## config.mk

```make
export PLATFORM = sky130hd
export DESIGN_NAME = mux_bus_host_if
export DESIGN_NICKNAME = d
export VERILOG_FILES = /design/src/rtl/mbh_pkg.sv /design/src/rtl/mbh_sampler.sv /design/src/rtl/mbh_fsm.sv /design/src/rtl/mbh_regmap.sv /design/src/rtl/mux_bus_host_if.sv
export SDC_FILE = /design/constraint.sdc
export NUM_CORES = 1
export LEC_CHECK = 0
export BUFFER_PORTS_ARGS = -buffer_cell sky130_fd_sc_hd__buf_2
export CELL_PAD_IN_SITES_DETAIL_PLACEMENT = 1
export CELL_PAD_IN_SITES_GLOBAL_PLACEMENT = 2
export CORE_UTILIZATION = 36
export DETAILED_ROUTE_END_ITERATION = 12
export GPL_ROUTABILITY_DRIVEN = 0
export PLACE_DENSITY = 0.9
export SLEW_MARGIN = 10
export SYNTH_ARGS = -nofsm -noshare
export SYNTH_HDL_FRONTEND = slang
export SYNTH_HIERARCHICAL = 1
export SYNTH_SLANG_ARGS = --single-unit
```

## constraint.sdc

```tcl
create_clock -name clk -period 6 [get_ports clk]
set_clock_uncertainty 0.15 [all_clocks]
set_input_delay 0.3 -clock clk [delete_from_list [all_inputs] [get_ports clk]]
set_output_delay 0.3 -clock clk [all_outputs]
set_load 0.01 [all_outputs]
```

## src/rtl/mbh_pkg.sv

```systemverilog
package mbh_pkg;
    typedef enum logic [1:0] {
        ST_IDLE,
        ST_ADDR,
        ST_READ,
        ST_WRITE
    } bus_state_t;
endpackage

```

## src/rtl/mbh_sampler.sv

```systemverilog
module mbh_sampler #(
    parameter int DATA_W = 8
) (
    input  logic              clk,
    input  logic              rst_n,
    input  logic              style_sel,
    input  logic              ale,
    input  logic              strb_a,
    input  logic              strb_b,
    input  logic [DATA_W-1:0] ad_in,
    output logic              s_ale,
    output logic [DATA_W-1:0] s_ad,
    output logic [DATA_W-1:0] p_ad,
    output logic              rd_act,
    output logic              wr_act
);
    logic s_style, s_a, s_b;

    always_ff @(posedge clk or negedge rst_n) begin
        if (!rst_n) begin
            s_style <= 1'b0;
            s_ale   <= 1'b0;
            s_a     <= 1'b1;
            s_b     <= 1'b1;
            s_ad    <= '0;
            p_ad    <= '0;
        end else begin
            s_style <= style_sel;
            s_ale   <= ale;
            s_a     <= strb_a;
            s_b     <= strb_b;
            s_ad    <= ad_in;
            p_ad    <= s_ad;
        end
    end

    // Decode the strobes for the strap-selected timing style
    always_comb begin
        if (s_style) begin
            rd_act = s_a & s_b;
            wr_act = s_a & ~s_b;
        end else begin
            rd_act = ~s_a;
            wr_act = ~s_b;
        end
    end
endmodule

```

## src/rtl/mbh_fsm.sv

```systemverilog
module mbh_fsm
    import mbh_pkg::*;
(
    input  logic clk,
    input  logic rst_n,
    input  logic s_ale,
    input  logic rd_act,
    input  logic wr_act,
    output logic addr_load,
    output logic read_start,
    output logic wr_commit,
    output logic drive_en
);
    bus_state_t state, state_nx;

    always_ff @(posedge clk or negedge rst_n) begin
        if (!rst_n) state <= ST_IDLE;
        else        state <= state_nx;
    end

    always_comb begin
        state_nx = state;
        unique case (state)
            ST_IDLE: begin
                if (s_ale)       state_nx = ST_ADDR;
                else if (rd_act) state_nx = ST_READ;
                else if (wr_act) state_nx = ST_WRITE;
            end
            ST_ADDR:  if (!s_ale)  state_nx = ST_IDLE;
            ST_READ:  if (!rd_act) state_nx = ST_IDLE;
            ST_WRITE: if (!wr_act) state_nx = ST_IDLE;
            default:  state_nx = ST_IDLE;
        endcase
    end

    always_comb begin
        addr_load  = (state == ST_ADDR) && !s_ale;
        read_start = (state == ST_IDLE) && !s_ale && rd_act;
        wr_commit  = (state == ST_WRITE) && !wr_act;
        drive_en   = (state == ST_READ);
    end
endmodule

```

## src/rtl/mbh_regmap.sv

```systemverilog
module mbh_regmap #(
    parameter int DATA_W    = 8,
    parameter int WORD_W    = 32,
    parameter int LEN_W     = 5,
    parameter int MAP_DEPTH = 16
) (
    input  logic              clk,
    input  logic              rst_n,
    input  logic [DATA_W-1:0] addr,
    input  logic              wr_en,
    input  logic [DATA_W-1:0] wr_data,
    input  logic              rd_load,
    input  logic [DATA_W-1:0] status_in,
    input  logic [WORD_W-1:0] bit_count,
    input  logic [WORD_W-1:0] err_count,
    output logic [WORD_W-1:0] pattern_q,
    output logic [LEN_W-1:0]  len_q,
    output logic [DATA_W-1:0] ctl_q,
    output logic [DATA_W-1:0] rd_data_q
);
    localparam int NB       = WORD_W / DATA_W;
    localparam int IDX_W    = $clog2(MAP_DEPTH);
    localparam int PAT_BASE = 0;
    localparam int LEN_IDX  = NB;
    localparam int CTL_IDX  = NB + 1;
    localparam int STAT_IDX = NB + 2;
    localparam int BC_BASE  = MAP_DEPTH - 2 * NB;
    localparam int EC_BASE  = MAP_DEPTH - NB;

    logic             sel;
    logic [IDX_W-1:0] idx;
    logic [DATA_W-1:0] rd_mux;

    assign sel = (addr[DATA_W-1:IDX_W] == '0);
    assign idx = addr[IDX_W-1:0];

    // Pattern bytes, most significant byte at the lowest index
    for (genvar b = 0; b < NB; b++) begin : g_pat
        always_ff @(posedge clk or negedge rst_n) begin
            if (!rst_n)
                pattern_q[(NB-1-b)*DATA_W +: DATA_W] <= '0;
            else if (wr_en && sel && idx == IDX_W'(PAT_BASE + b))
                pattern_q[(NB-1-b)*DATA_W +: DATA_W] <= wr_data;
        end
    end

    always_ff @(posedge clk or negedge rst_n) begin
        if (!rst_n) begin
            len_q <= '0;
            ctl_q <= '0;
        end else if (wr_en && sel) begin
            if (idx == IDX_W'(LEN_IDX)) len_q <= wr_data[LEN_W-1:0];
            if (idx == IDX_W'(CTL_IDX)) ctl_q <= wr_data;
        end
    end

    always_comb begin
        rd_mux = '0;
        if (sel) begin
            for (int b = 0; b < NB; b++) begin
                if (idx == IDX_W'(PAT_BASE + b)) rd_mux = pattern_q[(NB-1-b)*DATA_W +: DATA_W];
                if (idx == IDX_W'(BC_BASE + b))  rd_mux = bit_count[(NB-1-b)*DATA_W +: DATA_W];
                if (idx == IDX_W'(EC_BASE + b))  rd_mux = err_count[(NB-1-b)*DATA_W +: DATA_W];
            end
            if (idx == IDX_W'(LEN_IDX))  rd_mux = {{(DATA_W-LEN_W){1'b0}}, len_q};
            if (idx == IDX_W'(CTL_IDX))  rd_mux = ctl_q;
            if (idx == IDX_W'(STAT_IDX)) rd_mux = status_in;
        end
    end

    always_ff @(posedge clk or negedge rst_n) begin
        if (!rst_n)       rd_data_q <= '0;
        else if (rd_load) rd_data_q <= rd_mux;
    end
endmodule

```

## src/rtl/mux_bus_host_if.sv

```systemverilog
module mux_bus_host_if #(
    parameter int DATA_W    = 8,
    parameter int WORD_W    = 32,
    parameter int LEN_W     = 5,
    parameter int MAP_DEPTH = 16
) (
    input  logic              clk,
    input  logic              rst_n,
    input  logic              style_sel,
    input  logic              ale,
    input  logic              strb_a,
    input  logic              strb_b,
    input  logic [DATA_W-1:0] ad_in,
    output logic [DATA_W-1:0] ad_out,
    output logic              ad_oe,
    input  logic [DATA_W-1:0] status_in,
    input  logic [WORD_W-1:0] bit_count,
    input  logic [WORD_W-1:0] err_count,
    output logic [WORD_W-1:0] pattern_word,
    output logic [LEN_W-1:0]  pat_len,
    output logic [DATA_W-1:0] ctrl_word
);
    logic              s_ale, rd_act, wr_act;
    logic [DATA_W-1:0] s_ad, p_ad, addr_q, wdata_q;
    logic              addr_load, read_start, wr_commit;

    mbh_sampler #(.DATA_W(DATA_W)) u_samp (
        .clk(clk), .rst_n(rst_n), .style_sel(style_sel), .ale(ale),
        .strb_a(strb_a), .strb_b(strb_b), .ad_in(ad_in),
        .s_ale(s_ale), .s_ad(s_ad), .p_ad(p_ad),
        .rd_act(rd_act), .wr_act(wr_act)
    );

    mbh_fsm u_fsm (
        .clk(clk), .rst_n(rst_n), .s_ale(s_ale), .rd_act(rd_act),
        .wr_act(wr_act), .addr_load(addr_load), .read_start(read_start),
        .wr_commit(wr_commit), .drive_en(ad_oe)
    );

    // Address from the last sample with ALE high; write data from the last active sample
    always_ff @(posedge clk or negedge rst_n) begin
        if (!rst_n) begin
            addr_q  <= '0;
            wdata_q <= '0;
        end else begin
            if (addr_load) addr_q  <= p_ad;
            if (wr_act)    wdata_q <= s_ad;
        end
    end

    mbh_regmap #(
        .DATA_W(DATA_W), .WORD_W(WORD_W), .LEN_W(LEN_W), .MAP_DEPTH(MAP_DEPTH)
    ) u_map (
        .clk(clk), .rst_n(rst_n), .addr(addr_q), .wr_en(wr_commit),
        .wr_data(wdata_q), .rd_load(read_start), .status_in(status_in),
        .bit_count(bit_count), .err_count(err_count),
        .pattern_q(pattern_word), .len_q(pat_len), .ctl_q(ctrl_word),
        .rd_data_q(ad_out)
    );
endmodule

```

# Word-level counts from Yosys, hierarchy flattened
# Cells that the tools add are included.
# W data, S select, Z words.
[classes] addsub=0 n_mux=25 mul=0 bitwise_logic=4 n_lt_le_gt_ge=0 n_eq_ne=21 shift=0 reduce_logical=17 div=0
[ops] op="$mux W8" n=16
[ops] op="$eq A4 B4 Y1 const B" n=8
[ops] op="$eq A4 B3 Y1 const B" n=3
[ops] op="$mux W2" n=6
[ops] op="$logic_and A1 B1 Y1" n=9
[ops] op="$eq A4 B2 Y1 const B" n=2
[ops] op="$logic_not A4 Y1" n=2
[ops] op="$pmux W2 S4" n=1
[ops] op="$ne A2 B2 Y1 const B" n=3
[ops] op="$eq A2 B2 Y1 const B" n=2
[ops] op="$eq A4 B1 Y1 const B" n=1
[ops] op="$ne A4 B2 Y1 const B" n=1
[ops] op="$reduce_and A2 Y1" n=2
[ops] op="$reduce_and A4 Y1" n=1
[ops] op="$and A1 B1 Y1" n=2
[ops] op="$eq A2 B1 Y1 const B" n=1
[ops] op="$logic_not A1 Y1" n=2
[ops] op="$logic_not A2 Y1" n=1
[ops] op="$mux W1" n=2
[ops] op="$not A1 Y1" n=2
[word_totals] mem_count=0 output_inout_bits=54 mem_bits_rw=0 mem_bits_ro=0 input_bits=86 latchBits=0 reg_bits=91 wordCells=83

# Depth between registers and ports, before layout
[depth] depth_word=17 ltp_mapped=8 ltp_nobuf=8

# Cells and area by module
# The synthesis kept the hierarchy.
[modules_own_cells] mod="mbh_regmap" cells_each=347 seq_area_each_um2=1326.3 instances=1 area_per_inst_um2=3542.1
[modules_own_cells] mod="mux_bus_host_if" cells_each=34 seq_area_each_um2=400.4 instances=1 area_per_inst_um2=663.1
[modules_own_cells] mod="mbh_sampler" cells_each=24 seq_area_each_um2=503.0 instances=1 area_per_inst_um2=525.5
[modules_own_cells] mod="mbh_fsm" cells_each=16 seq_area_each_um2=50.0 instances=1 area_per_inst_um2=146.4

# Least setup slack after synthesis
# Ideal clock, no wire load.
[synth_timing] path_type="reg2reg" from="register u_samp.s_b" to="register u_map.rd_data_q[5]" setup_time_ps=66 path_buffers=1 arrival_time_ps=2094 required_ps=5784 stages_incl_launch_ff=9 synth_period_minus_slack_ps=2310 setup_slack_ps=3690 path_cell_list="dfstp_2 nand3_1 o21ai_0 nor4b_1 clkbuf_1 nand2_1 a211oi_1 o221a_2 a221o_1"
[synth_between] elab_chain_cells=3
[synth_rtl] item="start, declared" line="mbh_sampler.sv:17" text="logic s_style, s_a, s_b;"
[synth_rtl] item="start signal, assigned" line="mbh_sampler.sv:31" text="s_b <= strb_b;"
[synth_rtl] item="$and A1 B1 Y1" line="mbh_sampler.sv:40" text="rd_act = s_a & s_b;"
[synth_rtl] item="$mux W1" line="mbh_sampler.sv:39" text="if (s_style) begin"
[synth_rtl] item="named net rd_act" line="mux_bus_host_if.sv:23" text="logic s_ale, rd_act, wr_act;"
[synth_rtl] item="$logic_and A1 B1 Y1" line="mbh_fsm.sv:38" text="read_start = (state == ST_IDLE) && !s_ale && rd_act;"
[synth_rtl] item="named net read_start" line="mux_bus_host_if.sv:25" text="logic addr_load, read_start, wr_commit;"
[synth_rtl] item="end signal, assigned" line="mbh_regmap.sv:73" text="else if (rd_load) rd_data_q <= rd_mux;"
[synth_rtl] item="end, declared" line="mbh_regmap.sv:19" text="output logic [DATA_W-1:0] rd_data_q"
# The timed path passes the listed nets, and every way through them passes these cells.
# A chain may end at the register's enable or synchronous reset.

# Worst setup path in the final report
[layout_timing] from="register addr_q[3]" to="register u_map.rd_data_q[5]"
[layout_between] elab_chain_cells=17 elab_cells_between_ends=31 cone_classes="14 x eq/ne; 16 x mux; 1 x reduce/logical"
[layout_rtl] item="start, declared" line="mux_bus_host_if.sv:24" text="logic [DATA_W-1:0] s_ad, p_ad, addr_q, wdata_q;"
[layout_rtl] item="start signal, assigned" line="mux_bus_host_if.sv:46" text="if (addr_load) addr_q <= p_ad;"
[layout_rtl] item="$logic_not A4 Y1" line="mbh_regmap.sv:61" text="if (idx == IDX_W'(PAT_BASE + b)) rd_mux = pattern_q[(NB-1-b)*DATA_W +: DATA_W];"
[layout_rtl] item="$mux W8" line="mbh_regmap.sv:61"
[layout_rtl] item="$mux W8" line="mbh_regmap.sv:62" text="if (idx == IDX_W'(BC_BASE + b)) rd_mux = bit_count[(NB-1-b)*DATA_W +: DATA_W];"
[layout_rtl] item="$mux W8" line="mbh_regmap.sv:63" text="if (idx == IDX_W'(EC_BASE + b)) rd_mux = err_count[(NB-1-b)*DATA_W +: DATA_W];"
[layout_rtl] item="$mux W8" line="mbh_regmap.sv:61"
[layout_rtl] item="$mux W8" line="mbh_regmap.sv:62"
[layout_rtl] item="$mux W8" line="mbh_regmap.sv:63"
[layout_rtl] item="$mux W8" line="mbh_regmap.sv:61"
[layout_rtl] item="$mux W8" line="mbh_regmap.sv:62"
[layout_rtl] item="$mux W8" line="mbh_regmap.sv:63"
[layout_rtl] item="$mux W8" line="mbh_regmap.sv:61"
[layout_rtl] item="$mux W8" line="mbh_regmap.sv:62"
[layout_rtl] item="$mux W8" line="mbh_regmap.sv:63"
[layout_rtl] item="$mux W8" line="mbh_regmap.sv:65" text="if (idx == IDX_W'(LEN_IDX)) rd_mux = {{(DATA_W-LEN_W){1'b0}}, len_q};"
[layout_rtl] item="$mux W8" line="mbh_regmap.sv:66" text="if (idx == IDX_W'(CTL_IDX)) rd_mux = ctl_q;"
[layout_rtl] item="$mux W8 (*)" line="mbh_regmap.sv:67" text="if (idx == IDX_W'(STAT_IDX)) rd_mux = status_in;"
[layout_rtl] item="$mux W8 (*)" line="mbh_regmap.sv:59" text="if (sel) begin"
# Every way passes the cells marked *; elsewhere a longest branch is shown, timed or not.

==> flow_metrics.tcl <==
set metrics [dict create \
    core_area_sq_um 13240 \
    dp_hpwl_um 12130 \
    cts.repair.resized 0 \
    powerDensity_nw_per_um2 373.2 \
    synth_cells 421 \
    rsz0062_at_grt "no" \
    fin_crit_sh_pct 47.70 \
    hold_viol 0 \
    async_flop_share_pct 100.0 \
    drv_cap 0 \
    fin_nets 648 \
    detail_route.wl_per_cell_um 23.36 \
    clockPowerShare_pct 27.2 \
    die_w_um 118.4 \
    areaGrowthSynthToFinish_pct 25.83 \
    hold_end "u_map/rd_data_q[7]" \
    worst_ep_arrival_time_ns 2.93 \
    antenna_cells 0 \
    critPathCaptureType "flop" \
    peakVddDrop_uv 159.2 \
    syn-cell-area_sq_um 4877 \
    r2r_cells 5 \
    cts_tree "built" \
    cts.reportedPaths.clkPinSlew_ns 0.07 \
    cpMaxStageDelayCell "dfrtp_1" \
    timing.rr.start "addr_q[3]" \
    cts_sinks 91 \
    outcome "finished, final reports clean" \
    ys_seq_area_share_pct 46.74 \
    ios 140 \
    multiInputGateArea_sq_um 2411 \
    grt_pass1_vias 4656 \
    drv_slew 0 \
    crit_required_ns 6.07 \
    yosys_warnings 6 \
    drive_gt1_share_pct 43.39 \
    cts.path.max_buffers 2 \
    fp-row-count 42 \
    gr-total-overflow 0 \
    r2r_setup_slack_ns 3.14 \
    maxSlewHeadroom_pct 35.86 \
    crit_path_cell_trace "buf_4, and2_1, a21oi_1, o221a_2, a221o_1" \
    place_area_sq_um 5673 \
    power_switching_mw 0.8933 \
    cp_slowest_stage_delay_ns 0.85 \
    port_buffers 139 \
    final_core_util_pct 46.34 \
    drc 0 \
    hp-class "input port to flop" \
    clk_latency_ns 0.34 \
    htreeDepth 3 \
    regArea_sq_um 2281 \
    holdCritStartpoint "err_count[23]" \
    intPower_mw 1.397 \
    grt_use_total_pct 25.50 \
    seq_power_share_pct 34.3 \
    worstPathMaxFanout 26 \
    initial_core_util_pct 36.83 \
    holdPathStages 3 \
    synth.net_count 507 \
    cts_root_buf "clkbuf_16" \
    numCtsBuffers 9 \
    viasPerCell 5.744 \
    synth_edf_count 0 \
    die_area_sq_um 14020 \
    vias 4268 \
    antenna_found_initial 0 \
    tightestPinTransition_ns 0.9600 \
    pwr-share-comb_pct 38.6 \
    setup_viol 0 \
    max_clock_freq_ghz 0.3494 \
    synth_top_flop_cell "dfrtp_1" \
    start_kind "flop" \
    grt_max_degree 66 \
    post_synth_num_cell_types 68 \
    fin_crit_ns 2.862 \
    path_class "flop to flop" \
    drt-initial-drc-count 354 \
    r2r_end "u_map/rd_data_q[5]" \
    nFillCells 1490 \
    grt_pass1_wl_um 27210 \
    fin_area_sq_um 6137 \
    die_height_um 118.4 \
    dr.pass1.iters 5 \
    detail-route-antenna-nets 0 \
    syn_avg_cell_area_sq_um 11.58 \
    switching_share_pct 39.00 \
    leakage_nw 3.027 \
    fin_setup_tns_ns 0 \
    wl_um 17350 \
    ys_seq_elements 91 \
]
critical path, delay by kind of cell (launching register included):
kind                   cells  cell delay [ns]
buffers and inverters      1             0.43
and+or+nand+nor            1             0.61
AOI/OAI and AO/OA          3             0.67
DFF                        1             0.85
timing repair:
item / in CTS / in global routing
buffers inserted: 0 / 0
hold endpoints to repair: 38 / 0
hold buffers: 13 / 0
state kept, by name, indices dropped and copies added (netlist names):
name / cells
u_samp/s_ad: 8
u_fsm/state: 2
u_samp/s_ale: 1
u_map/len_q: 5
u_map/pattern_q: 32
u_samp/s_b: 1
wdata_q: 8
u_samp/s_style: 1
u_map/rd_data_q: 8
u_samp/s_a: 1
addr_q: 8
u_samp/p_ad: 8
u_map/ctl_q: 8
layer usage:
layer	wire (um)	vias up	GRT usage, %	part of all wire (%)
met2	8369	189	42.54	48
li1	-	1875	-	-
met5	0	-	0	0
met1	7552	2174	33.72	44
met3	1106	30	4.440	6.4
met4	325	0	7.832	1.9
cells by family after synthesis:
kind of cell | share of synthesized area, %
compound gates | 17.42
buf+inv | 4.130
flops | 46.74
mux | 19.81
simple gates | 11.90
cell usage in the layout (no fill, tap or decap), types with 3 or more instances in the layout:
cell / Yosys / final
and3_1: 5 / 5
nor2b_1: 9 / 9
a21oi_1: 22 / 22
mux2_2: 39 / 39
mux2_1: 5 / 5
buf_4: 2 / 7
dlygate4sd3_1: 0 / 13
a221o_1: 3 / 3
o21a_1: 7 / 7
a2bb2oi_1: 4 / 4
a32oi_1: 3 / 3
o221ai_1: 3 / 3
o22ai_1: 7 / 7
o21bai_1: 4 / 4
buf_2: 14 / 138
o21ai_0: 24 / 24
inv_1: 5 / 5
nor3_1: 4 / 4
mux2i_1: 11 / 11
dfrtp_1: 89 / 88
nand2b_1: 8 / 8
o2bb2ai_1: 4 / 4
o211ai_1: 5 / 5
a31oi_1: 8 / 8
nand2_1: 21 / 21
a211oi_1: 5 / 5
nand3_1: 7 / 7
mux2_4: 24 / 24
nor2_1: 13 / 13
clkbuf_16: 0 / 9
o221a_2: 3 / 3
a221oi_1: 6 / 6
power by group through the flow:
stage | clock [mW] | combinational (mW) | sequential (mW)
floorplan | 0 | 0.611 | 0.759
global placement | 0 | 0.825 | 0.785
detailed placement | 0 | 0.852 | 0.792
CTS | 0.634 | 0.868 | 0.783
global route | 0.656 | 0.939 | 0.795
finish | 0.622 | 0.883 | 0.785
area by class of cell:
class	count	share of cell area (%)
tap	176	3.588
inverter	7	0.4281
multi-input combinational	295	39.29
timing repair buffer	158	14.23
sequential	91	37.17
clock inverter	6	1.570
clock buffer	10	3.731
cell usage after synthesis (4+ instances only):
master / n / area [sq um]
clkbuf_1: 6 / 22.52
nor2_1: 13 / 48.80
mux2_2: 39 / 439.2
a31oi_1: 8 / 50.05
nand3_1: 7 / 35.03
nor2b_1: 9 / 56.30
buf_2: 14 / 70.07
mux2_1: 5 / 56.30
mux2i_1: 11 / 110.1
mux2_4: 24 / 360.4
inv_1: 5 / 18.77
buf_6: 6 / 67.56
dfrtp_1: 89 / 2227
o22ai_1: 7 / 43.79
a211oi_1: 5 / 37.54
and3_1: 5 / 31.28
o2bb2ai_1: 4 / 35.03
o211ai_1: 5 / 37.54
nand2_1: 21 / 78.83
o21ai_0: 24 / 120.1
a21oi_1: 22 / 110.1
a221oi_1: 6 / 52.55
o21bai_1: 4 / 30.03
nor3_1: 4 / 20.02
o21a_1: 7 / 52.55
a2bb2oi_1: 4 / 35.03
nand2b_1: 8 / 50.05
worst max-delay path by stage:
stage | startpoint | endpoint | slack [ns]
5_1_grt | u_samp/s_style | u_map/rd_data_q[5] | 3.01
3_5_place_dp | u_samp/s_style | u_map/rd_data_q[5] | 2.90
3_3_place_gp | u_samp/s_b | u_map/rd_data_q[5] | 3.15
6_report | addr_q[3] | u_map/rd_data_q[5] | 3.14
2_1_floorplan | u_samp/s_b | u_map/rd_data_q[5] | 3.69
4_1_cts | u_samp/s_style | u_map/rd_data_q[5] | 2.86
stage by stage:
stage / std cells / hold WS, ns / power [mW] / worst slack, ns
4_1_cts: 743 / 0.1992 / 2.285 / 2.863
2_1_floorplan: 421 / -0.1456 / 1.371 / 3.690
5_1_grt: 743 / 0.2132 / 2.390 / 3.013
3_5_place_dp: 714 / 0.09019 / 1.645 / 2.901
3_3_place_gp: 714 / 0.07624 / 1.610 / 3.150
6_report: 743 / 0.2053 / 2.291 / 3.138
No activity file was read; power rests on OpenSTA's default activity.
